[config.mk]
export PLATFORM = sky130hd
export DESIGN_NAME = intx_line_ctrl
export DESIGN_NICKNAME = d
export VERILOG_FILES = /design/src/rtl/intx_pkg.sv /design/src/rtl/intx_permit.sv /design/src/rtl/intx_req_resolve.sv /design/src/rtl/intx_state_core.sv /design/src/rtl/intx_line_out.sv /design/src/rtl/intx_line_ctrl.sv
export SDC_FILE = /design/constraint.sdc
export NUM_CORES = 1
export LEC_CHECK = 0
export BUFFER_PORTS_ARGS = -buffer_cell sky130_fd_sc_hd__buf_2
export CORE_AREA = 8 8 45 47
export DETAILED_ROUTE_END_ITERATION = 10
export DIE_AREA = 0 0 53 55
export PLACE_DENSITY = 0.42
export SYNTH_ARGS = -nofsm -noshare
export SYNTH_HDL_FRONTEND = slang
export SYNTH_SLANG_ARGS = --single-unit
[constraint.sdc]
create_clock -name clk -period 1.55 [get_ports clk]
set_input_delay 0.31 -clock clk [delete_from_list [all_inputs] [get_ports clk]]
set_output_delay 0.31 -clock clk [all_outputs]
set_load 0.02 [all_outputs]
[src/rtl/intx_pkg.sv]
package intx_pkg;

    typedef enum logic [1:0] {
        INTX_IDLE = 2'd0,
        INTX_LIVE = 2'd1,
        INTX_HELD = 2'd2
    } intx_state_e;

    typedef enum logic [1:0] {
        REQ_NONE  = 2'd0,
        REQ_RAISE = 2'd1,
        REQ_DROP  = 2'd2
    } intx_req_e;

endpackage

[src/rtl/intx_permit.sv]
module intx_permit #(
    parameter int N_MSG_EN = 2
) (
    input  logic                intx_dis_i,
    input  logic [N_MSG_EN-1:0] msg_en_i,
    output logic                permit_o
);
    // any blocking source withholds the wire
    always_comb begin
        permit_o = !intx_dis_i && (msg_en_i == '0);
    end
endmodule

[src/rtl/intx_req_resolve.sv]
module intx_req_resolve
    import intx_pkg::*;
(
    input  logic      raise_i,
    input  logic      drop_i,
    output intx_req_e req_o
);
    // a drop overrides a raise in the same cycle
    always_comb begin
        if (drop_i)
            req_o = REQ_DROP;
        else if (raise_i)
            req_o = REQ_RAISE;
        else
            req_o = REQ_NONE;
    end
endmodule

[src/rtl/intx_state_core.sv]
module intx_state_core
    import intx_pkg::*;
(
    input  logic        clk,
    input  logic        rst_n,
    input  intx_req_e   req_i,
    input  logic        permit_i,
    output intx_state_e state_d_o
);
    intx_state_e state_q;
    intx_state_e state_d;

    always_ff @(posedge clk) begin
        if (!rst_n)
            state_q <= INTX_IDLE;
        else
            state_q <= state_d;
    end

    always_comb begin
        state_d = state_q;
        unique case (state_q)
            INTX_IDLE: begin
                if (req_i == REQ_RAISE)
                    state_d = permit_i ? INTX_LIVE : INTX_HELD;
            end
            INTX_LIVE: begin
                if (req_i == REQ_DROP)
                    state_d = INTX_IDLE;
                else if (!permit_i)
                    state_d = INTX_HELD;
            end
            INTX_HELD: begin
                if (req_i == REQ_DROP)
                    state_d = INTX_IDLE;
                else if (permit_i)
                    state_d = INTX_LIVE;
            end
            default: state_d = INTX_IDLE;
        endcase
    end

    assign state_d_o = state_d;
endmodule

[src/rtl/intx_line_out.sv]
module intx_line_out
    import intx_pkg::*;
(
    input  logic        clk,
    input  logic        rst_n,
    input  intx_state_e state_d_i,
    output logic        line_o,
    output logic        rise_o,
    output logic        fall_o
);
    logic live_next;
    logic line_q;

    always_comb begin
        live_next = (state_d_i == INTX_LIVE);
    end

    always_ff @(posedge clk) begin
        if (!rst_n) begin
            line_q <= 1'b0;
            rise_o <= 1'b0;
            fall_o <= 1'b0;
        end else begin
            line_q <= live_next;
            rise_o <= live_next && !line_q;
            fall_o <= !live_next && line_q;
        end
    end

    assign line_o = line_q;
endmodule

[src/rtl/intx_line_ctrl.sv]
module intx_line_ctrl
    import intx_pkg::*;
#(
    parameter int N_MSG_EN = 2
) (
    input  logic                clk,
    input  logic                rst_n,
    input  logic                raise_req_i,
    input  logic                drop_req_i,
    input  logic                intx_dis_i,
    input  logic [N_MSG_EN-1:0] msg_en_i,
    output logic                line_o,
    output logic                rise_pulse_o,
    output logic                fall_pulse_o
);
    logic        permit;
    intx_req_e   req;
    intx_state_e state_d;

    intx_permit #(.N_MSG_EN(N_MSG_EN)) u_permit (
        .intx_dis_i (intx_dis_i),
        .msg_en_i   (msg_en_i),
        .permit_o   (permit)
    );

    intx_req_resolve u_req (
        .raise_i (raise_req_i),
        .drop_i  (drop_req_i),
        .req_o   (req)
    );

    intx_state_core u_core (
        .clk       (clk),
        .rst_n     (rst_n),
        .req_i     (req),
        .permit_i  (permit),
        .state_d_o (state_d)
    );

    intx_line_out u_out (
        .clk       (clk),
        .rst_n     (rst_n),
        .state_d_i (state_d),
        .line_o    (line_o),
        .rise_o    (rise_pulse_o),
        .fall_o    (fall_pulse_o)
    );
endmodule

Word-level counts from Yosys, hierarchy flattened
Cells that the tools add are included.
{ "word_totals": {"regBits": 5, "inputBits": 7, "output_inout_bits": 3, "elab_cells": 26} }
{ "op_classes": {"eq_ne": 5, "mux": 9, "n_reduce_logical": 8} }
{ "ops": {"columns": ["op", "n"], "rows": [
  ["$mux W2", 7],
  ["$eq A2 B1 Y1 const B", 3],
  ["$pmux W2 S3", 1],
  ["$eq A2 B2 Y1 const B", 2],
  ["$logic_not A2 Y1", 2],
  ["$logic_and A1 B1 Y1", 3],
  ["$logic_not A1 Y1", 3],
  ["$mux W1", 1]
]} }

Logic depth before layout (Yosys ltp)
Gate-level depths: netlist (run 1).
{ "logic_depth": {"ltp_word": 8, "mapped_depth": 2, "ltp_nobuf": 2} }

By module
From an unflattened synthesis (run 1), not the netlist that was laid out.
{ "hier_totals": {"hier_cells": 24, "area_unflattened_um2": 256.5} }
{ "modules_own_cells": {"columns": ["mod", "instances", "cells_per_inst", "area_per_inst_um2", "seq_area_each_um2"], "rows": [
  ["intx_state_core", 1, 13, 128.9, 40.0],
  ["intx_line_out", 1, 8, 96.3, 60.1],
  ["intx_req_resolve", 1, 2, 21.3, 0.0],
  ["intx_permit", 1, 1, 10.0, 0.0]
]} }

Least setup slack after synthesis (run 1)
OpenSTA, ideal clock, no wires.
{ "synth_timing": {"path_type": "input-to-reg", "from": "input port intx_dis_i", "to": "register u_out.fall_o", "t_arrival_ns": 1.023, "required_ns": 1.428, "slack_ns": 0.405, "path_stages": 2, "cell_sequence": "or3_4 -> o311a_1"} }
{ "synth_between": {"elab_chain_cells": 8, "elab_cells_between_ends": 12, "cone_classes": "eq/ne (1); mux (7); reduce/logical (4)"} }
{ "synth_lines": {"columns": ["element", "line_no", "source"], "rows": [
  ["start: declaration", "intx_line_ctrl.sv:10", "input logic intx_dis_i,"],
  ["$logic_not A1 Y1 *", "intx_permit.sv:10", "permit_o = !intx_dis_i && (msg_en_i == '0);"],
  ["$logic_and A1 B1 Y1 *", "intx_permit.sv:10", null],
  ["$mux W2, on equally long branches", "intx_state_core.sv:36, intx_state_core.sv:25, intx_state_core.sv:30", null],
  ["$mux W2, on equally long branches", "intx_state_core.sv:34, intx_state_core.sv:24, intx_state_core.sv:28", null],
  ["$pmux W2 S3 *", "intx_state_core.sv:22", "unique case (state_q)"],
  ["$eq A2 B1 Y1 *", "intx_line_out.sv:15", "live_next = (state_d_i == INTX_LIVE);"],
  ["$logic_not A1 Y1 *", "intx_line_out.sv:26", "fall_o <= !live_next && line_q;"],
  ["$logic_and A1 B1 Y1 *", "intx_line_out.sv:26", null],
  ["end signal: assignment", "intx_line_out.sv:26", null],
  ["end: declaration", "intx_line_out.sv:9", "output logic fall_o"]
]} }
Every way passes the cells marked *; elsewhere a longest branch is shown, timed or not.
A chain may end at the register's enable or synchronous reset.

Worst setup path after layout (run 1)
{ "layout_timing": {"from": "register u_out.line_q (netlist: u_out.line_o)", "to": "register u_out.rise_o"} }
{ "layout_between": {"elab_chain_cells": 2} }
{ "layout_lines": {"columns": ["element", "line_no", "source"], "rows": [
  ["start: declaration", "intx_line_out.sv:12", "logic line_q;"],
  ["start signal: assignment", "intx_line_out.sv:24", "line_q <= live_next;"],
  ["$logic_not A1 Y1", "intx_line_out.sv:25", "rise_o <= live_next && !line_q;"],
  ["$logic_and A1 B1 Y1", "intx_line_out.sv:25", null],
  ["end signal: assignment", "intx_line_out.sv:25", null],
  ["end: declaration", "intx_line_out.sv:8", "output logic rise_o,"]
]} }
No other way between the ends.

==> flow_summary.json, run 1 <==
{
  "outcome": "completed",
  "ys_ff_latch": 5,
  "grt_usage_pct": 4.210,
  "drive_gt1_share_pct": 46.43,
  "cts_setup_buffers": 0,
  "powerDensity_nw_per_um2": 1172,
  "fmax_mhz": 903.8,
  "post_drt_wl_per_cell_um": 11.14,
  "fin_cells": 44,
  "ant_nets": 0,
  "skew_ps": 6.215,
  "die-area_sq_um": 2915,
  "hp-class": "in -> reg",
  "routed_wl_um": 490,
  "grt_pass1_vias": 210,
  "power_leakage_nw": 0.1190,
  "power.total_mw": 0.3095,
  "die_width_um": 53,
  "ys_top_cells_by_count": "5 x dfxtp_1, 3 x nor4_1",
  "min_period_ps": 1106,
  "grt_pass1_wl_um": 841,
  "cts_hold_buf": 0,
  "grt_setup_unrepaired": "false",
  "cts_resized": 0,
  "antenna_found_initial": 0,
  "stdcell_area_sq_um": 264.0,
  "drt_iter0_drc": 0,
  "nets": 36,
  "core_area_sq_um": 1384,
  "io_pins": 10,
  "dp.cells": 40,
  "diodes": 0,
  "required_ps": 1700,
  "post-synth-top-area-fraction_pct": 57.97,
  "drc": 0,
  "yosys_warnings": 0,
  "crit_arrival_ps": 1260,
  "peakVddDrop_mv": 0.3043,
  "syn_inst": 15,
  "cts_tree": "built",
  "finalSetupTns_ps": 0,
  "cts_buffer_depth": 2,
  "synth_area_leader_cell": "dfxtp_1",
  "clockRootBuffer": "clkbuf_4",
  "post-route-period-util_pct": 71.39,
  "synth_ff_type": "dfxtp_1",
  "synth.net_count": 22,
  "setup_viol": 0,
  "crit_path_start_kind": "flip-flop",
  "syn_avg_cell_area_sq_um": 11.51,
  "grt-ovfl-total": 0,
  "clk_pin_slew_ps": 50,
  "cts_buffers": 3,
  "via_per_inst": 4.045,
  "place_area_sq_um": 237.7,
  "preCtsSetupSlack_ps": 265.0,
  "synth_edf_count": 0,
  "critPathMaxFanout": 3,
  "synthTopCellsByArea": "dfxtp_1 58%, nor4_1 11%, or3_4 6.5%",
  "gp_congestion": 0.5481,
  "clock_latency_ps": 240,
  "yosysSeqAreaShare_pct": 57.97,
  "die_y_um": 55,
  "synth_area_sq_um": 172.7,
  "path_class": "reg -> reg",
  "synthArstFlopShare_pct": 0,
  "slew-limit-headroom_pct": 63.56,
  "first_pass_iters": 1,
  "initial_core_util_pct": 12.48,
  "layout_setup_ws_ps": 443.5,
  "post_synth_num_cell_types": 9,
  "detailed_place_hpwl_um": 370,
  "grt_max_degree": 6,
  "vias": 178,
  "hold_viol": 0,
  "final_max_slew_viol_count": 0,
  "port_buffers": 9,
  "cts_sinks": 5,
  "cap_violations": 0,
  "area_growth_pct": 52.90,
  "synth_most_common_cell": "dfxtp_1",
  "fp-row-count": 14,
  "tightest_slew_ps": 542.4,
  "htree_levels": 1,
  "critPathCaptureType": "flip-flop"
}
[sequential cells by signal, summed over array words and instances (netlist names)]
| signal | cells |
|---|---|
| u_out.line_o | 1 |
| u_out.rise_o | 1 |
| u_core.state_q | 2 |
| u_out.fall_o | 1 |
[layout make-up]
cell class	count	area (sq um)
clock buffers	4	26.28
fillers	158	1120
inverters	1	3.754
multi-input cells	9	68.82
flip-flops and latches	5	100.1
well taps	16	20.02
repair buffers	9	45.04
[per-layer routing]
metal	routed length, um	global-route usage [%]	part of all wire, %	vias to the layer above
met1	258	4.718	53	82
met3	72	3.476	15	0
met2	160	4.688	33	10
met4	0	3.879	0	0
met5	0	0	0	-
li1	-	-	-	86
[final timing paths]
path | start | end | slack [ps] | depth (start not counted)
hold reg to reg | u_out.line_o$_SDFF_PN0_ | u_out.fall_o$_SDFF_PN0_ | 460 | 1
setup reg to reg | u_out.line_o$_SDFF_PN0_ | u_out.rise_o$_SDFF_PN0_ | 440 | 2
setup / recovery | u_out.line_o$_SDFF_PN0_ | u_out.rise_o$_SDFF_PN0_ | 440 | 2
hold / removal | rst_n | u_out.fall_o$_SDFF_PN0_ | 330 | 2
[metrics by stage]
stage / hold slack, ps / util [%]
2_1_floorplan: 456.1 / -
3_3_place_gp: 449.3 / 17.18
3_5_place_dp: 460.0 / 17.18
4_1_cts: 325.1 / 19.08
5_1_grt: 335.7 / 19.08
6_report: 325.9 / 19.08
[cells in the final DEF, fill, tap and decap left out]
cell type / instances
clkbuf_4: 3
clkbuf_1: 1
buf_2: 9
inv_1: 1
nor3_1: 1
a21o_1: 1
dfxtp_1: 5
or3_4: 1
or4_1: 1
nor4_1: 3
o311a_1: 1
nor4b_1: 1
[logic make-up after synthesis]
group                  synth area share [%]
AO/OA/AOI/OAI                         10.15
buffers and inverters                 2.172
AND/OR/NAND/NOR                       29.71
flip-flops                            57.97
[where the power goes]
part	switching, mW	internal (mW)
clock network	0.0567	0.0976
logic	0.0123	0.0106
registers	0.00107	0.131
total	0.0700	0.239
[critical path, cell delays in order (launching register included)]
cell and delay, ps:
dfxtp_1 310, or4_1 520, nor4_1 180
(Power assumes the default switching activity.)
==> run 2: changes to the inputs <==
clock period = 1.09 ns   (was 1.55 ns; I/O delays follow)
==> run 2 against run 1 <==
Effect of this change: wire length decreased by 9.8%; flip-flop and latch count unchanged; setup slack got worse by 330 ps; worst hold slack got worse by 76 ps; clock-buffer cell count unchanged; global-route usage decreased by 0.27 points; sequential share of layout area decreased by 0.41 points; core utilization increased by 0.45 points; combinational power increased by 45%; fmax increased by 13%; critical path type unchanged; critical endpoint unchanged.
==> flow_summary.json, run 2 (same netlist as run 1, synthesis figures left out) <==
{
  "fp-row-count": 14,
  "drive_gt1_share_pct": 53.57,
  "peakVddDrop_mv": 0.4696,
  "diodes": 0,
  "clock_latency_ps": 240,
  "die-area_sq_um": 2915,
  "grt_pass1_vias": 199,
  "grt_pass1_wl_um": 786,
  "die_width_um": 53,
  "path_class": "reg -> reg",
  "initial_core_util_pct": 12.48,
  "vias": 170,
  "skew_ps": 3.369,
  "final_max_slew_viol_count": 0,
  "required_ps": 1230,
  "port_buffers": 9,
  "nets": 36,
  "cts_buffers": 3,
  "mostFrequentLayoutCell": "buf_2",
  "die_y_um": 55,
  "r2r-start": "u_out.line_o$_SDFF_PN0_",
  "tightest_slew_ps": 329.9,
  "area_growth_pct": 56.52,
  "post_drt_wl_per_cell_um": 10.05,
  "hp-start": "rst_n",
  "crit_arrival_ps": 1120,
  "grt_setup_unrepaired": "false",
  "fmax_mhz": 1021,
  "cts_sinks": 5,
  "clockRootBuffer": "clkbuf_4",
  "slew-limit-headroom_pct": 77.89,
  "critPathMaxFanout": 3,
  "grt_usage_pct": 3.937,
  "grt-ovfl-total": 0,
  "htree_levels": 1,
  "io_pins": 10,
  "final_cell_mix": "9 x buf_2, 4 x dfxtp_1, 3 x nor4_1, 3 x clkbuf_4",
  "antenna_found_initial": 0,
  "core_area_sq_um": 1384,
  "clk_pin_slew_ps": 40,
  "cap_violations": 0,
  "place_area_sq_um": 239.0,
  "detailed_place_hpwl_um": 363.2,
  "crit_start": "u_out.line_o$_SDFF_PN0_",
  "stdcell_area_sq_um": 270.3,
  "via_per_inst": 3.864,
  "hp-class": "in -> reg",
  "outcome": "completed",
  "largest_register_ffs": 2,
  "routed_wl_um": 442,
  "r2r_slack_ps": 110,
  "hold_viol": 0,
  "gp_congestion": 0.5753,
  "crit_path_start_kind": "flip-flop",
  "cts_setup_buffers": 0,
  "cts_tree": "built",
  "setup_viol": 0,
  "post-route-period-util_pct": 89.85,
  "grt_max_degree": 6,
  "regMostFlops": "u_core.state_q",
  "first_pass_iters": 3,
  "fin_cells": 44,
  "cts_buffer_depth": 2,
  "ant_nets": 0,
  "critPathCaptureType": "flip-flop",
  "drc": 0,
  "min_period_ps": 979.4,
  "cts_hold_buf": 0,
  "power_leakage_nw": 0.1221,
  "dp.cells": 40,
  "drt_iter0_drc": 6,
  "powerDensity_nw_per_um2": 1588
}
[run 2: cell counts in the layout (fill, tap and decap cells not counted)]
Identical to the previous run, type by type.
[run 2: stage by stage]
stage	hold WS [ps]	power (mW)	utilization, %	TNS (ps)	setup slack [ps]
final	249.6	0.4292	19.53	0	110.6
after global routing	240.5	0.4546	19.53	0	47.44
after CTS	242.6	0.4388	19.17	-1.322	-1.322
after detailed placement	458.8	0.2236	17.27	-119.1	-110.2
after global placement	448.4	0.2217	17.27	-85.28	-85.28
after floorplan	364.0	0.2076	-	0	16.14
[run 2: what timing repair did]
action / 4_1_cts / 5_1_grt
pin swaps: 2 / 1
endpoints found under the setup margin: 1 / 5
gates resized for setup: 0 / 1
cloned: 0 / 0
[run 2: per-layer routing]
| layer | up-vias | wire (um) | part of all wire, % | track usage (%) |
|---|---|---|---|---|
| li1 | 87 | - | - | - |
| met1 | 73 | 215 | 49 | 3.653 |
| met2 | 10 | 140 | 32 | 4.492 |
| met3 | 0 | 86 | 19 | 5.080 |
| met4 | 0 | 0 | 0 | 2.586 |
| met5 | - | 0 | 0 | 0 |
[run 2: critical path, cell delays in order (launching register included)]
cell and delay [ps]:
dfxtp_2 310, or4_1 410, nor4_1 170
[run 2: path summary, 6_finish.rpt]
path                                   to  depth (start not counted)
hold / removal    u_out.fall_o$_SDFF_PN0_                          2
setup / recovery  u_out.rise_o$_SDFF_PN0_                          2
hold reg to reg   u_out.fall_o$_SDFF_PN0_                          1
setup reg to reg  u_out.rise_o$_SDFF_PN0_                          2
[run 2: area by class of cell]
cell class,count,area (sq um)
timing repair buffer,9,45.04
fill,153,1114
multi-input combinational,9,73.82
sequential,5,101.3
tap,16,20.02
inverter,1,3.754
clock buffer,4,26.28
[run 2: report_power, final]
| group | switching, mW | internal [mW] |
|---|---|---|
| combinational | 0.0174 | 0.0157 |
| sequential | 0.00180 | 0.187 |
| clock | 0.0693 | 0.138 |
